File: config.mk
export PLATFORM = sky130hd
export DESIGN_NAME = thermal_limit_regs
export DESIGN_NICKNAME = d
export VERILOG_FILES = /design/src/rtl/tsense_pkg.sv /design/src/rtl/tsense_regs.sv /design/src/rtl/tsense_alarm.sv /design/src/rtl/thermal_limit_regs.sv
export SDC_FILE = /design/constraint.sdc
export NUM_CORES = 1
export LEC_CHECK = 0
export BUFFER_PORTS_ARGS = -buffer_cell sky130_fd_sc_hd__clkbuf_2
export CAP_MARGIN = 40
export CORE_ASPECT_RATIO = 1.75
export CORE_MARGIN = 5
export CORE_UTILIZATION = 30
export DETAILED_ROUTE_END_ITERATION = 8
export GPL_TIMING_DRIVEN = 0
export SLEW_MARGIN = 30
export SYNTH_ARGS = -nofsm -noshare
export SYNTH_HDL_FRONTEND = slang
export SYNTH_HIERARCHICAL = 1
export SYNTH_SLANG_ARGS = --single-unit
File: constraint.sdc
create_clock -name clk -period 5.2 [get_ports clk]
set_input_delay 0 -clock clk [delete_from_list [all_inputs] [get_ports clk]]
set_output_delay 0 -clock clk [all_outputs]
set_load 0.05 [all_outputs]
File: src/rtl/tsense_pkg.sv
package tsense_pkg;
  localparam int REG_W   = 16;
  localparam int TEMP_W  = 13;
  localparam int LIM_LSB = 2;
  localparam int LIM_KW  = TEMP_W - LIM_LSB;
  localparam int CFG_W   = 11;
  localparam int NCH     = 3;

  localparam int CFG_CRIT_ONLY = 2;
  localparam int CFG_LOCK_CRIT = 6;
  localparam int CFG_LOCK_WIN  = 7;
  localparam int CFG_SHDN      = 8;
  localparam int CFG_HYS_LO    = 9;

  localparam int CH_LOW  = 0;
  localparam int CH_HIGH = 1;
  localparam int CH_CRIT = 2;

  typedef enum logic [2:0] {
    A_CAP = 3'd0, A_CFG = 3'd1, A_HI = 3'd2, A_LO = 3'd3,
    A_CRIT = 3'd4, A_TEMP = 3'd5, A_MFR = 3'd6, A_DEV = 3'd7
  } reg_addr_e;

  typedef logic signed [TEMP_W-1:0] temp_t;

  function automatic temp_t hyst_lsb(input logic [1:0] code);
    case (code)
      2'd0:    return temp_t'(0);
      2'd1:    return temp_t'(24);
      2'd2:    return temp_t'(48);
      default: return temp_t'(96);
    endcase
  endfunction

  function automatic temp_t sat_fix(input logic signed [TEMP_W:0] d);
    if (d[TEMP_W] != d[TEMP_W-1])
      return d[TEMP_W] ? {1'b1, {(TEMP_W-1){1'b0}}} : {1'b0, {(TEMP_W-1){1'b1}}};
    return d[TEMP_W-1:0];
  endfunction

  function automatic temp_t sat_add(input temp_t a, input temp_t b);
    return sat_fix({a[TEMP_W-1], a} + {b[TEMP_W-1], b});
  endfunction

  function automatic temp_t sat_sub(input temp_t a, input temp_t b);
    return sat_fix({a[TEMP_W-1], a} - {b[TEMP_W-1], b});
  endfunction
endpackage

File: src/rtl/tsense_regs.sv
module tsense_regs
  import tsense_pkg::*;
(
  input  logic               clk,
  input  logic               rst_n,
  input  logic               wr,
  input  logic [2:0]         addr,
  input  logic [REG_W-1:0]   wdata,
  output logic [CFG_W-1:0]   cfg,
  output temp_t              lim_hi,
  output temp_t              lim_lo,
  output temp_t              lim_crit
);
  logic [CFG_W-1:0]  cfg_q, cfg_d;
  logic [LIM_KW-1:0] hi_q, hi_d, lo_q, lo_d, crit_q, crit_d;
  logic              win_locked, crit_locked;

  assign win_locked  = cfg_q[CFG_LOCK_WIN];
  assign crit_locked = cfg_q[CFG_LOCK_CRIT];

  always_comb begin
    cfg_d  = cfg_q;
    hi_d   = hi_q;
    lo_d   = lo_q;
    crit_d = crit_q;
    if (wr) begin
      case (reg_addr_e'(addr))
        A_CFG: begin
          cfg_d = wdata[CFG_W-1:0];
          if (win_locked || crit_locked)
            cfg_d[CFG_HYS_LO+1:CFG_HYS_LO] = cfg_q[CFG_HYS_LO+1:CFG_HYS_LO];
        end
        A_HI:   if (!win_locked)  hi_d   = wdata[TEMP_W-1:LIM_LSB];
        A_LO:   if (!win_locked)  lo_d   = wdata[TEMP_W-1:LIM_LSB];
        A_CRIT: if (!crit_locked) crit_d = wdata[TEMP_W-1:LIM_LSB];
        default: ;
      endcase
    end
  end

  always_ff @(posedge clk or negedge rst_n) begin
    if (!rst_n) begin
      cfg_q  <= '0;
      hi_q   <= '0;
      lo_q   <= '0;
      crit_q <= '0;
    end else begin
      cfg_q  <= cfg_d;
      hi_q   <= hi_d;
      lo_q   <= lo_d;
      crit_q <= crit_d;
    end
  end

  assign cfg      = cfg_q;
  assign lim_hi   = {hi_q,   {LIM_LSB{1'b0}}};
  assign lim_lo   = {lo_q,   {LIM_LSB{1'b0}}};
  assign lim_crit = {crit_q, {LIM_LSB{1'b0}}};

  assert_crit_lock_R6: assert property (@(posedge clk) disable iff (!rst_n)
    (wr && addr == A_CRIT && crit_locked) |=> $stable(lim_crit));
  assert_win_lock_R7: assert property (@(posedge clk) disable iff (!rst_n)
    (wr && (addr == A_HI || addr == A_LO) && win_locked) |=> ($stable(lim_hi) && $stable(lim_lo)));
  assert_hyst_freeze_R8: assert property (@(posedge clk) disable iff (!rst_n)
    (wr && addr == A_CFG && (win_locked || crit_locked))
      |=> $stable(cfg[CFG_HYS_LO+1:CFG_HYS_LO]));
endmodule

File: src/rtl/tsense_alarm.sv
module tsense_alarm
  import tsense_pkg::*;
(
  input  logic           clk,
  input  logic           rst_n,
  input  temp_t          samp,
  input  logic           samp_valid,
  input  logic           shutdown,
  input  logic [1:0]     hys_code,
  input  temp_t          lim_hi,
  input  temp_t          lim_lo,
  input  temp_t          lim_crit,
  output temp_t          temp,
  output logic [NCH-1:0] flags
);
  temp_t          temp_q, hys;
  logic [NCH-1:0] flag_q, flag_d;
  logic           accept;

  assign accept = samp_valid && !shutdown;
  assign hys    = hyst_lsb(hys_code);

  for (genvar g = 0; g < NCH; g++) begin : g_ch
    temp_t lim, rel;
    logic  set_c, hold_c;
    if (g == CH_LOW) begin : g_low
      assign lim    = lim_lo;
      assign rel    = sat_add(lim, hys);
      assign set_c  = samp < lim;
      assign hold_c = samp < rel;
    end else begin : g_up
      assign lim    = (g == CH_CRIT) ? lim_crit : lim_hi;
      assign rel    = sat_sub(lim, hys);
      assign set_c  = (g == CH_CRIT) ? (samp >= lim) : (samp > lim);
      assign hold_c = samp >= rel;
    end
    assign flag_d[g] = set_c || (flag_q[g] && hold_c);
  end

  always_ff @(posedge clk or negedge rst_n) begin
    if (!rst_n) begin
      temp_q <= '0;
      flag_q <= '0;
    end else if (accept) begin
      temp_q <= samp;
      flag_q <= flag_d;
    end
  end

  assign temp  = temp_q;
  assign flags = flag_q;

  assert_shutdown_hold_R9: assert property (@(posedge clk) disable iff (!rst_n)
    (samp_valid && shutdown) |=> ($stable(temp) && $stable(flags)));
  assert_crit_set_R10: assert property (@(posedge clk) disable iff (!rst_n)
    (accept && samp >= lim_crit) |=> flags[CH_CRIT]);
  assert_high_clear_R11: assert property (@(posedge clk) disable iff (!rst_n)
    (accept && samp < sat_sub(lim_hi, hys)) |=> !flags[CH_HIGH]);
endmodule

File: src/rtl/thermal_limit_regs.sv
module thermal_limit_regs
  import tsense_pkg::*;
#(
  parameter logic [15:0] MFR_ID    = 16'h0001,
  parameter logic [15:0] DEV_ID    = 16'h0001,
  parameter logic        EXT_RANGE = 1'b1,
  parameter logic [7:0]  CAP_LO    = 8'h01
) (
  input  logic        clk,
  input  logic        rst_n,
  input  logic [2:0]  reg_addr,
  input  logic [15:0] reg_wdata,
  input  logic        reg_wr,
  input  logic        reg_rd,
  output logic [15:0] reg_rdata,
  input  logic [12:0] samp_temp,
  input  logic        samp_valid,
  output logic        alarm_evt
);
  localparam logic [REG_W-1:0] CAP_WORD = {8'h00, CAP_LO[7:3], EXT_RANGE, CAP_LO[1:0]};

  logic [CFG_W-1:0] cfg;
  temp_t            lim_hi, lim_lo, lim_crit, temp;
  logic [NCH-1:0]   flags, vis_flags;
  logic [REG_W-1:0] rdata_q, rdata_d;

  tsense_regs u_regs (
    .clk      (clk),
    .rst_n    (rst_n),
    .wr       (reg_wr),
    .addr     (reg_addr),
    .wdata    (reg_wdata),
    .cfg      (cfg),
    .lim_hi   (lim_hi),
    .lim_lo   (lim_lo),
    .lim_crit (lim_crit)
  );

  tsense_alarm u_alarm (
    .clk        (clk),
    .rst_n      (rst_n),
    .samp       (temp_t'(samp_temp)),
    .samp_valid (samp_valid),
    .shutdown   (cfg[CFG_SHDN]),
    .hys_code   (cfg[CFG_HYS_LO+1:CFG_HYS_LO]),
    .lim_hi     (lim_hi),
    .lim_lo     (lim_lo),
    .lim_crit   (lim_crit),
    .temp       (temp),
    .flags      (flags)
  );

  always_comb begin
    vis_flags = flags;
    if (cfg[CFG_CRIT_ONLY]) begin
      vis_flags[CH_LOW]  = 1'b0;
      vis_flags[CH_HIGH] = 1'b0;
    end
  end

  assign alarm_evt = |vis_flags;

  always_comb begin
    case (reg_addr_e'(reg_addr))
      A_CAP:   rdata_d = CAP_WORD;
      A_CFG:   rdata_d = {{(REG_W-CFG_W){1'b0}}, cfg};
      A_HI:    rdata_d = {{(REG_W-TEMP_W){1'b0}}, lim_hi};
      A_LO:    rdata_d = {{(REG_W-TEMP_W){1'b0}}, lim_lo};
      A_CRIT:  rdata_d = {{(REG_W-TEMP_W){1'b0}}, lim_crit};
      A_TEMP:  rdata_d = {vis_flags[CH_CRIT], vis_flags[CH_HIGH], vis_flags[CH_LOW], temp};
      A_MFR:   rdata_d = MFR_ID;
      default: rdata_d = DEV_ID;
    endcase
  end

  always_ff @(posedge clk or negedge rst_n) begin
    if (!rst_n)      rdata_q <= '0;
    else if (reg_rd) rdata_q <= rdata_d;
  end

  assign reg_rdata = rdata_q;

  assert_crit_only_mask_R12: assert property (@(posedge clk) disable iff (!rst_n)
    (cfg[CFG_CRIT_ONLY] && !flags[CH_CRIT]) |-> !alarm_evt);
  assert_event_or_R13: assert property (@(posedge clk) disable iff (!rst_n)
    (flags[CH_CRIT]) |-> alarm_evt);
  assert_rdata_hold_R2: assert property (@(posedge clk) disable iff (!rst_n)
    !reg_rd |=> $stable(reg_rdata));
endmodule

---- Word level (Yosys, flattened, before mapping) ----
Cells that the tools add are included.
storage, ports and cells
  register bits after elaboration ......... 76
  bits of input ports ..................... 37
  output and inout bits ................... 17
  logic and storage cells ................. 62
cells by class
  add/subtract/negate cells ............... 3
  magnitude comparators ................... 6
  eq/ne operators ......................... 10
  muxes and demuxes ....................... 15
  bitwise gates (word level) .............. 3
  reduce and logical (&&, ||, !) cells .... 17
operator list
  cell                                                             count
  13-bit two-way mux                                               9
  16-bit one-hot mux with 6 select lines                           1
  13-bit >= comparator                                             3
  13-bit by 8-bit subtractor with 14-bit output                    2
  13-bit less-than comparator                                      2
  7-bit one-hot mux with 3 select lines                            1
  13-bit by 8-bit adder with 14-bit output                         1
  13-bit greater-than comparator                                   1
  3-bit AND reduction                                              4
  3-bit by 2-bit == test with 1-bit output, second input constant  2
  3-bit == test, second input constant                             2
  1-bit logical AND                                                4
  1-bit logical OR                                                 4
  3-bit by 1-bit == test with 1-bit output, second input constant  1
  3-bit logical NOT                                                1
  1-bit two-way mux                                                3
  1-bit != test                                                    3
  1-bit NOT                                                        3
  3-bit OR reduction                                               1
  2-bit by 1-bit == test with 1-bit output, second input constant  1
  2-bit == test, second input constant                             1
  2-bit logical NOT                                                1
  2-bit two-way mux                                                1
  2-bit AND reduction                                              1
  1-bit logical NOT                                                1

---- Logic depth before layout (Yosys ltp) ----
Gate-level depths: netlist of the first run.
  depth after elaboration ................. 9
  mapped depth ............................ 21
  mapped depth without buffers ............ 20

---- By module ----
The synthesis of the first run kept the hierarchy.
modules (own cells, without submodules)
  module              times used  cells each  area an instance (sq um)  seq. area each (sq um)
  tsense_alarm        1           501         3905.0                    400.4
  tsense_regs         1           108         1813.0                    1101.1
  thermal_limit_regs  1           127         1148.6                    400.4

---- Worst setup path before layout of the first run ----
OpenSTA, ideal clock, no wires.
  path type ............................... reg2reg
  start ................................... register u_regs.cfg_q[9], in the netlist u_regs/cfg[9]
  end ..................................... register u_alarm.flag_q[0], in the netlist u_alarm/flags[0]
  setup time .............................. 69 ps
  arrival ................................. 4334 ps
  required time ........................... 5131 ps
  setup slack ............................. 797 ps
  cell stages (with the launch flop) ...... 22
  path buffers ............................ 2
  period minus slack after synthesis ...... 4403 ps
  path through ............................ dfrtp_1 > inv_1 > ha_1 > inv_1 > ha_1 > a21o_1 > a21oi_1 > o21bai_1 > a21oi_1 > nor2_1 > xnor2_1 > ha_1 > clkbuf_1 > clkbuf_1 > o21ai_0 > ha_1 > a21oi_1 > nor2_1 > a211oi_1 > a31oi_1 > o41a_1 > nand3_1
between the ends
  cells in the longest elaborated chain, start to end .. 9
  elaborated cells between the ends (all ways) .. 13
  classes of those cells .................. 1 x add/sub; 1 x order compare; 3 x eq/ne; 5 x mux; 3 x reduce/logical
ends and longest elaborated chain
  element                                                         RTL line                            text
  start: declaration                                              tsense_regs.sv:14                   logic [CFG_W-1:0] cfg_q, cfg_d;
  start signal: assignment                                        tsense_regs.sv:48                   cfg_q <= cfg_d;
  2-bit == test (tied with other cells)                           tsense_pkg.sv:27                    case (code)
  7-bit one-hot mux with 3 select lines (*)                       tsense_pkg.sv:27
  13-bit by 8-bit adder with 14-bit output (*)                    tsense_pkg.sv:42                    return sat_fix({a[TEMP_W-1], a} + {b[TEMP_W-1], b});
  13-bit two-way mux / 1-bit != test (equally long branches)      tsense_pkg.sv:37, tsense_pkg.sv:36
  13-bit two-way mux / 1-bit two-way mux (equally long branches)  tsense_pkg.sv:36                    if (d[TEMP_W] != d[TEMP_W-1])
  13-bit two-way mux (*)                                          tsense_pkg.sv:38                    return d[TEMP_W-1:0];
  13-bit less-than comparator (*)                                 tsense_alarm.sv:30                  assign hold_c = samp < rel;
  1-bit logical AND (*)                                           tsense_alarm.sv:37                  assign flag_d[g] = set_c || (flag_q[g] && hold_c);
  1-bit logical OR (*)                                            tsense_alarm.sv:37
  end signal: assignment                                          tsense_alarm.sv:46                  flag_q <= flag_d;
  end: declaration                                                tsense_alarm.sv:17                  logic [NCH-1:0] flag_q, flag_d;
Mark *: on every way between the ends. The rest lies on a longest branch, timed or not. The select of a mux whose other input is x is not followed.
A chain may end at the register's enable or synchronous reset.

---- Worst setup path in the final report of the first run ----
  start ................................... register u_regs.cfg_q[10], in the netlist u_regs/cfg[10]
  end ..................................... register u_alarm.flag_q[0], in the netlist u_alarm/flags[0]
Same word-level chain as after synthesis.

==> impl_metrics.env, run 1 <==
export IMPL_outcome="completed"
export IMPL_ir_drop_uv=170
export IMPL_ys_ff_latch=76
export IMPL_layout_commonest_cell="ha_1"
export IMPL_fin_ws_ns=0.254
export IMPL_worst_setup_path_end_kind="register"
export IMPL_fin_area_um2=7970
export IMPL_root_buffer="clkbuf_16"
export IMPL_insertion_delay_ns=0.35
export IMPL_dieArea_um2=26100
export IMPL_p_clk_frac=0.176
export IMPL_antennaDiodeCount=0
export IMPL_crit_family="adder cells"
export IMPL_slowest_delay_ns=0.47
export IMPL_p_sw_frac=0.442
export IMPL_critPathLaunchType="register"
export IMPL_globalplace_congestion=0.965
export IMPL_route_met3_wl_um=615
export IMPL_port_buffers=50
export IMPL_ys_warnings_count=6
export IMPL_top_layer="met4"
export IMPL_power_density_nw_per_um2=415
export IMPL_async_reset_ff_frac=1.00
export IMPL_routed_via_density=5.31
export IMPL_setup_viol=0
export IMPL_cts_sinks=76
export IMPL_die_y_um=210
export IMPL_finalHoldViolations=0
export IMPL_synth_edff_count=0
export IMPL_pwr_share_comb=0.545
export IMPL_num_vias=5958
export IMPL_rrSetupSlack_ns=0.25
export IMPL_die_w_um=124
export IMPL_worstPathArrival_ns=5.16
export IMPL_pre_cts_slack_ns=-0.235
export IMPL_final_cell_mix="ha_1, dfrtp_1, nand2_1"
export IMPL_wire_per_inst_um=20.1
export IMPL_multi_input_area_um2=4570
export IMPL_worst_path_buf_inv=2
export IMPL_grt_usage=0.170
export IMPL_synth_ff_type="dfrtp_1"
export IMPL_cts_buffers_inserted=9
export IMPL_crit_path_cell_trace="inv_1 > ha_2 > ha_2 > inv_1 > fa_1 > nor2b_1 > o221ai_1 > and2_1 > o21a_1 > ha_2 > nand2_1 > o21ai_0 > ha_1 > a21oi_1 > nor2_1 > a211oi_1 > a31oi_1 > o311ai_0 > nand3_1"
export IMPL_p_int_uw=1840
export IMPL_report_final_slew_viol_count=0
export IMPL_crit_required_ns=5.42
export IMPL_fmax_mhz=202
export IMPL_drc=0
export IMPL_synth_area_um2=6870
export IMPL_tightest_slew_ns=0.818
export IMPL_fin_skew_ns=0.0137
export IMPL_grt_pass1_vias=6258
export IMPL_nNetsFinal=948
export IMPL_wl_met2_um=12000
export IMPL_fin_setup_tns_ns=0
export IMPL_cts_clk_slew_worst_paths_ns=0.06
export IMPL_fin_crit_sh=0.951
export IMPL_coreArea_um2=22700
export IMPL_cap_viol_max_count=0
export IMPL_syn_inst=736
export IMPL_yosysUniqueCellTypes=78
export IMPL_drtIter0Drc=245
export IMPL_power_switching_uw=1460
export IMPL_path_class="reg -> reg"
export IMPL_grt_pass1_wl_um=34300
export IMPL_hp_class="in -> reg"
export IMPL_antenna_left=0
export IMPL_cp_max_fo=8
export IMPL_grt_start_max_net_pins=77
export IMPL_post_route_cells_drive_above_1_share=0.212
export IMPL_cp_common_cell="ha_2"
export IMPL_cts_tree="done"
export IMPL_totalWireLength_um=22600
export IMPL_num_rows=73
export IMPL_period_minus_slack_ns=4.95
export IMPL_leakagePower_uw=0.00368
export IMPL_ios=54
export IMPL_max_slew_margin_rel=0.450
export IMPL_synth_seq_area_share=0.277
export IMPL_cts_buffer_depth=2
export IMPL_p_seq_frac=0.279
export IMPL_cts_max_level=3
export IMPL_drt_pass1_iter_count=5
export IMPL_grt_overflow=0
export IMPL_finalPower_uw=3300
export IMPL_dp_hpwl_um=18100
export IMPL_area_growth_pct=16.0
export IMPL_wl_met1_um=8180
export IMPL_slowest_stage="dfrtp_1"
export IMPL_synth_avg_cell_area_um2=9.33
export IMPL_area_sequential_um2=1900
export IMPL_placed_cell_area_um2=7520
export IMPL_initial_core_util=0.303
export IMPL_antenna_found_initial=0
export IMPL_fillCellCount=2427
==> cell type report <==
| type | instances | area share |
|---|---|---|
| Buffer | 34 | 0.0278 |
| Clock buffer | 12 | 0.0309 |
| Clock inverter | 2 | 0.00157 |
| Inverter | 56 | 0.0264 |
| Multi-Input combinational cell | 574 | 0.573 |
| Sequential cell | 76 | 0.239 |
| Tap cell | 300 | 0.0471 |
| Timing Repair Buffer | 68 | 0.0542 |
==> stage by stage <==
stage | hold slack, ns | utilization | instances
2_1_floorplan | -0.296 | - | 741
3_3_place_gp | 0.238 | 0.332 | 1091
3_5_place_dp | 0.0585 | 0.332 | 1091
4_1_cts | 0.00314 | 0.350 | 1119
5_1_grt | 0.0298 | 0.352 | 1122
6_report | 0.00890 | 0.352 | 1122
==> power by group through the flow <==
stage	Clock [uW]	Combinational (uW)	Sequential [uW]
CTS	587	1770	920
global route	612	1990	939
finish	582	1800	921
detailed placement	0	1750	931
global placement	0	1720	925
floorplan	0	1260	898
==> sequential cells by signal (all words and copies together) (netlist names) <==
name           flops
reg_rdata         16
u_alarm/temp      13
u_regs/cfg        11
u_regs/crit_q     11
u_regs/hi_q       11
u_regs/lo_q       11
u_alarm/flags      3
==> worst reg2reg max path: cells and delay by family, from the launching register on <==
| kind | cells | cell delay [ns] |
|---|---|---|
| AND/OR/NAND/NOR | 5 | 0.95 |
| flip-flops | 1 | 0.47 |
| AO/OA/AOI/OAI | 7 | 1.58 |
| adder cells (fa/ha/maj) | 5 | 1.64 |
| buffers and inverters | 2 | 0.17 |
==> cell usage after synthesis, types with 4 or more instances <==
cell type | number | area [um^2]
nor2b_1 | 20 | 125
a211oi_1 | 4 | 30.0
mux2_4 | 20 | 300
o22ai_1 | 6 | 37.5
nor2_1 | 28 | 105
o211ai_1 | 4 | 30.0
nand4_1 | 16 | 100
nor4_1 | 5 | 31.3
a2111oi_0 | 4 | 35.0
buf_6 | 6 | 67.6
a21oi_1 | 35 | 175
o21ai_1 | 8 | 40.0
a221oi_1 | 4 | 35.0
mux2_2 | 37 | 417
a22oi_1 | 11 | 82.6
buf_2 | 9 | 45.0
xnor2_1 | 16 | 140
mux2i_1 | 6 | 60.1
mux2_1 | 5 | 56.3
inv_1 | 54 | 203
a21o_1 | 23 | 173
buf_4 | 9 | 67.6
dfrtp_1 | 76 | 1900
o21ai_0 | 27 | 135
o21bai_1 | 8 | 60.1
nor3_1 | 11 | 55.1
o221ai_1 | 5 | 43.8
clkbuf_1 | 11 | 41.3
a31oi_1 | 8 | 50.1
nand3_1 | 16 | 80.1
o21a_1 | 10 | 75.1
nand2b_1 | 14 | 87.6
nand2_1 | 66 | 248
ha_1 | 89 | 1110
==> what timing repair did <==
item                                   in CTS  in global routing
pin swaps                                   0                  1
gates cloned                                0                  0
setup endpoints to repair                   1                  1
endpoints found under the hold margin     121                  0
buffers inserted                            0                  3
gates resized for setup                     3                  6
hold buffers                               15                  0
==> per-layer routing <==
layer  GRT usage  vias up
met4       0.132        0
met1       0.165     2891
li1            -     2838
met3      0.0190       76
met5           0        -
met2       0.323      153
==> path summary, 6_finish.rpt <==
| kind | end | startpoint | depth (start not counted) |
|---|---|---|---|
| max | u_alarm/flags[0] | u_regs/cfg[10] | 19 |
| min | u_alarm/temp[6] | samp_temp[6] | 3 |
| max reg2reg | u_alarm/flags[0] | u_regs/cfg[10] | 19 |
| min reg2reg | u_alarm/temp[10] | u_alarm/temp[10] | 2 |
| max in group asynchronous | u_regs/cfg[9] | rst_n | 2 |
| min in group asynchronous | u_regs/lo_q[0] | rst_n | 2 |
==> logic make-up (layout without fill, tap and decap cells) <==
kind of cell	count (synthesis)	in the layout	share of synthesized area
adders and majority gates	92	92	0.171
xor gates and xnor gates	18	18	0.0230
muxes	69	69	0.125
buffers and inverters	91	172	0.0629
other	1	6	0.000546
and+or+nand+nor	201	201	0.151
AOI/OAI and AO/OA	188	188	0.190
DFF	76	76	0.277
No activity file was read; power rests on OpenSTA's default activity.
==> run 2: changes to the inputs <==
--- a/config.mk
+++ b/config.mk
@@ -12,7 +12,7 @@
 export CORE_UTILIZATION = 30
 export DETAILED_ROUTE_END_ITERATION = 8
 export GPL_TIMING_DRIVEN = 0
-export SLEW_MARGIN = 30
+export PLACE_DENSITY = 0.55
 export SYNTH_ARGS = -nofsm -noshare
 export SYNTH_HDL_FRONTEND = slang
 export SYNTH_HIERARCHICAL = 1
==> impl_metrics.env, run 2 (synthesis results as in run 1) <==
export IMPL_cts_max_level=3
export IMPL_antenna_found_initial=0
export IMPL_fin_skew_ns=0.00883
export IMPL_final_util=0.355
export IMPL_cts_clk_slew_worst_paths_ns=0.06
export IMPL_instances_no_fill=1126
export IMPL_dp_cells=1092
export IMPL_report_final_slew_viol_count=0
export IMPL_root_buffer="clkbuf_16"
export IMPL_post_route_cells_drive_above_1_share=0.218
export IMPL_dp_hpwl_um=18500
export IMPL_globalplace_congestion=0.886
export IMPL_drt_pass1_iter_count=5
export IMPL_max_slew_margin_rel=0.469
export IMPL_wl_met2_um=12500
export IMPL_power_density_nw_per_um2=420
export IMPL_fin_area_um2=8050
export IMPL_area_growth_pct=17.2
export IMPL_grt_pass1_vias=6489
export IMPL_leakagePower_uw=0.00373
export IMPL_num_rows=73
export IMPL_cts_tree="done"
export IMPL_cap_viol_max_count=0
export IMPL_fin_crit_sh=0.944
export IMPL_antenna_left=0
export IMPL_final_cell_mix="ha_1, dfrtp_1, nand2_1"
export IMPL_placed_cell_area_um2=7540
export IMPL_cp_max_fo=10
export IMPL_insertion_delay_ns=0.35
export IMPL_tightest_slew_ns=0.790
export IMPL_die_w_um=124
export IMPL_die_y_um=210
export IMPL_worstPathArrival_ns=5.13
export IMPL_rsz0062_at_grt="false"
export IMPL_routed_via_density=5.21
export IMPL_antennaDiodeCount=0
export IMPL_totalWireLength_um=22900
export IMPL_grt_overflow=0
export IMPL_drc=0
export IMPL_ios=54
export IMPL_period_minus_slack_ns=4.91
export IMPL_ir_drop_uv=189
export IMPL_cts_buffer_depth=2
export IMPL_wl_met1_um=8280
export IMPL_layout_commonest_cell="ha_1"
export IMPL_cts_buffers_inserted=9
export IMPL_largest_reg_flops=16
export IMPL_hp_class="in -> reg"
export IMPL_setup_viol=0
export IMPL_port_buffers=50
export IMPL_cts_sinks=76
export IMPL_nNetsFinal=950
export IMPL_critPathLaunchType="register"
export IMPL_num_vias=5871
export IMPL_top_layer="met4"
export IMPL_outcome="completed"
export IMPL_initial_core_util=0.303
export IMPL_route_met3_wl_um=457
export IMPL_grt_pass1_wl_um=35600
export IMPL_wire_per_inst_um=20.3
export IMPL_finalHoldViolations=0
export IMPL_worst_setup_path_end_kind="register"
export IMPL_path_class="reg -> reg"
export IMPL_grt_start_max_net_pins=55
export IMPL_drtIter0Drc=262
export IMPL_coreArea_um2=22700
export IMPL_dieArea_um2=26100
export IMPL_fmax_mhz=204
export IMPL_crit_required_ns=5.42
export IMPL_grt_usage=0.177
-- run 2: layer usage --
layer  vias to the layer above  track usage
li1                       2837            -
met1                      2839        0.171
met2                       124        0.344
met3                        71       0.0177
met4                         0        0.126
met5                         -            0
-- run 2: layout make-up --
| cell class | count | area (um^2) |
|---|---|---|
| Buffer | 34 | 219 |
| Clock buffer | 11 | 253 |
| Sequential cell | 76 | 1900 |
| Inverter | 56 | 210 |
| Multi-Input combinational cell | 574 | 4570 |
| Tap cell | 300 | 375 |
| Timing Repair Buffer | 70 | 460 |
| Clock inverter | 5 | 60.1 |
| Fill cell | 2453 | 14600 |
-- run 2: power by group --
group | internal (uW) | switching (uW)
clock network | 399 | 261
logic | 789 | 1010
registers | 724 | 196
total | 1910 | 1470
-- run 2: critical path: stages, from the launching register on --
cell,delay [ns]
dfrtp_1,0.44
inv_1,0.09
ha_2,0.28
ha_1,0.29
inv_1,0.08
fa_1,0.37
nor2b_1,0.23
o221ai_1,0.29
and2_1,0.30
o21a_1,0.26
ha_2,0.45
buf_2,0.26
o21ai_0,0.11
ha_1,0.31
a21oi_1,0.15
nor2_1,0.06
a211oi_1,0.24
a31oi_1,0.13
o311ai_0,0.34
nand3_1,0.11
-- run 2: path summary, 6_finish.rpt --
kind / startpoint / end / slack [ns] / cells past startpoint
max in group asynchronous: rst_n / u_alarm/temp[3] / 4.47 / 3
min reg2reg: u_alarm/temp[7] / u_alarm/temp[7] / 0.48 / 2
max: u_regs/cfg[10] / u_alarm/flags[0] / 0.29 / 19
min in group asynchronous: rst_n / u_regs/crit_q[8] / 0.12 / 2
max reg2reg: u_regs/cfg[10] / u_alarm/flags[0] / 0.29 / 19
min: samp_temp[4] / u_alarm/temp[4] / 0.03 / 3
-- run 2: timing repair --
action	4_1_cts	5_1_grt
endpoints found under the setup margin	1	1
pin swaps	0	1
buffers inserted	0	4
gates resized for setup	3	5
hold buffers	15	0
endpoints found under the hold margin	121	0
-- run 2: through the flow --
stage          power, uW  hold WS [ns]  setup TNS [ns]  setup WS, ns
5_1_grt             3650        0.0400               0        0.0106
2_1_floorplan       2160        -0.296               0         0.797
4_1_cts             3380        0.0205               0        0.0436
6_report            3380        0.0255               0         0.291
3_5_place_dp        2690       -0.0414          -0.163        -0.163
3_3_place_gp        2670         0.236          -0.194        -0.194
==> run 3: changes to the inputs <==
--- a/config.mk
+++ b/config.mk
@@ -11,7 +11,6 @@
 export CORE_MARGIN = 5
 export CORE_UTILIZATION = 30
 export DETAILED_ROUTE_END_ITERATION = 8
-export GPL_TIMING_DRIVEN = 0
 export PLACE_DENSITY = 0.55
 export SYNTH_ARGS = -nofsm -noshare
 export SYNTH_HDL_FRONTEND = slang
==> impl_metrics.env, run 3 (synthesis results as in run 1) <==
export IMPL_outcome="completed"
export IMPL_fin_area_um2=7860
export IMPL_report_final_slew_viol_count=0
export IMPL_max_slew_margin_rel=0.418
export IMPL_cts_sinks=76
export IMPL_die_y_um=210
export IMPL_die_w_um=124
export IMPL_coreArea_um2=22700
export IMPL_antennaDiodeCount=0
export IMPL_root_buffer="clkbuf_16"
export IMPL_largest_reg_flops=16
export IMPL_cts_max_level=3
export IMPL_power_density_nw_per_um2=427
export IMPL_crit_cells=20
export IMPL_grt_overflow=0
export IMPL_p_int_uw=1920
export IMPL_p_clk_frac=0.209
export IMPL_grt_pass1_wl_um=34200
export IMPL_antenna_left=0
export IMPL_drt_pass1_iter_count=5
export IMPL_tightest_slew_ns=0.871
export IMPL_pwr_share_comb=0.519
export IMPL_insertion_delay_ns=0.35
export IMPL_fin_skew_ns=0.00538
export IMPL_dp_hpwl_um=17300
export IMPL_final_cell_mix="ha_1, dfrtp_1, nand2_1"
export IMPL_cts_buffer_depth=2
export IMPL_crit_required_ns=5.41
export IMPL_cts_buffers_inserted=9
export IMPL_worst_setup_path_end_kind="register"
export IMPL_period_minus_slack_ns=4.70
export IMPL_p_seq_frac=0.273
export IMPL_p_sw_frac=0.426
export IMPL_final_util=0.347
export IMPL_worst_path_buf_inv=2
export IMPL_path_class="reg -> reg"
export IMPL_wire_per_inst_um=20.1
export IMPL_critPathLaunchType="register"
export IMPL_routed_via_density=5.26
export IMPL_setup_viol=0
export IMPL_dieArea_um2=26100
export IMPL_num_vias=5771
export IMPL_crit_path_cell_trace="inv_1 > ha_1 > inv_1 > ha_1 > a21o_1 > a21oi_1 > o21bai_1 > a21oi_2 > nor2_1 > xnor2_1 > ha_1 > nand2_1 > o21ai_0 > ha_1 > a21oi_1 > nor2_1 > a211oi_1 > a31oi_1 > o311ai_0 > nand3_1"
export IMPL_totalWireLength_um=22000
export IMPL_port_buffers=50
export IMPL_grt_start_max_net_pins=62
export IMPL_initial_core_util=0.303
export IMPL_nNetsFinal=922
export IMPL_post_cts_buffers=0
export IMPL_post_route_cells_drive_above_1_share=0.194
export IMPL_power_switching_uw=1430
export IMPL_cts_clk_slew_worst_paths_ns=0.06
export IMPL_grt_usage=0.170
export IMPL_cts_tree="done"
export IMPL_placed_cell_area_um2=7380
export IMPL_grt_pass1_vias=6076
export IMPL_antenna_found_initial=0
export IMPL_globalplace_congestion=0.929
export IMPL_fmax_mhz=213
export IMPL_worstPathArrival_ns=4.91
export IMPL_crit_family="compound AO/OA/AOI/OAI gates"
export IMPL_drc=0
export IMPL_cap_viol_max_count=0
export IMPL_drtIter0Drc=323
export IMPL_hp_class="in -> reg"
export IMPL_ir_drop_uv=141
export IMPL_finalPower_uw=3360
export IMPL_reg2reg_depth=20
export IMPL_slowest_delay_ns=0.49
export IMPL_ios=54
export IMPL_layout_commonest_cell="ha_1"
export IMPL_cp_common_cell="ha_1"
export IMPL_holdPathStages=3
export IMPL_fin_crit_sh=0.904
export IMPL_area_growth_pct=14.5
export IMPL_cp_max_fo=8
export IMPL_finalHoldViolations=0
export IMPL_leakagePower_uw=0.00362
export IMPL_slowest_stage="ha_1"
export IMPL_rsz0062_at_grt="false"
export IMPL_fin_setup_tns_ns=0
export IMPL_num_rows=73
run 3: layout make-up:
type | count | area [um^2]
well taps | 300 | 375
fillers | 2422 | 14800
multi-input cells | 574 | 4560
inverters | 56 | 210
clock inverters | 5 | 83.8
repair buffers | 76 | 493
flip-flops and latches | 76 | 1900
clock buffers | 11 | 243
run 3: metal layers:
layer | global-route usage | wire length [um] | vias to the layer above
li1 | - | - | 2786
met1 | 0.177 | 8420 | 2796
met2 | 0.318 | 11700 | 130
met3 | 0.0208 | 512 | 59
met4 | 0.110 | 1440 | 0
met5 | 0 | 0 | -
run 3: repair_timing:
action	CTS	global route
hold endpoints to repair	59	0
hold buffers	15	0
gates resized for setup	0	1
endpoints found under the setup margin	0	1
run 3: worst register-to-register path: stages, from the launching register on:
cell	delay (ns)
dfrtp_1	0.46
inv_1	0.07
ha_1	0.49
inv_1	0.08
ha_1	0.27
a21o_1	0.18
a21oi_1	0.30
o21bai_1	0.12
a21oi_2	0.27
nor2_1	0.12
xnor2_1	0.14
ha_1	0.31
nand2_1	0.24
o21ai_0	0.15
ha_1	0.31
a21oi_1	0.15
nor2_1	0.06
a211oi_1	0.22
a31oi_1	0.13
o311ai_0	0.38
nand3_1	0.13
run 3: worst paths after layout:
check	to	from	slack (ns)
max	u_alarm/flags[0]	u_regs/cfg[9]	0.50
min	u_alarm/temp[1]	samp_temp[1]	0.02
max reg2reg	u_alarm/flags[0]	u_regs/cfg[9]	0.50
min reg2reg	u_alarm/temp[10]	u_alarm/temp[10]	0.48
max in group asynchronous	u_regs/crit_q[0]	rst_n	4.04
min in group asynchronous	reg_rdata[5]	rst_n	0.06
run 3: per-stage QoR:
step	setup WS [ns]	cells	hold WS (ns)
finish	0.497	1098	0.0195
global route	0.0809	1098	0.0231
CTS	0.358	1098	0.00841
detailed placement	0.421	1067	-0.113
global placement	0.538	1065	-0.113
floorplan	0.797	741	-0.296
run 3: power by group through the flow:
stage	logic, uW	clock network, uW	registers [uW]
floorplan	1260	0	898
global placement	1690	0	926
detailed placement	1710	0	930
CTS	1730	718	920
global route	1950	736	937
finish	1740	701	915
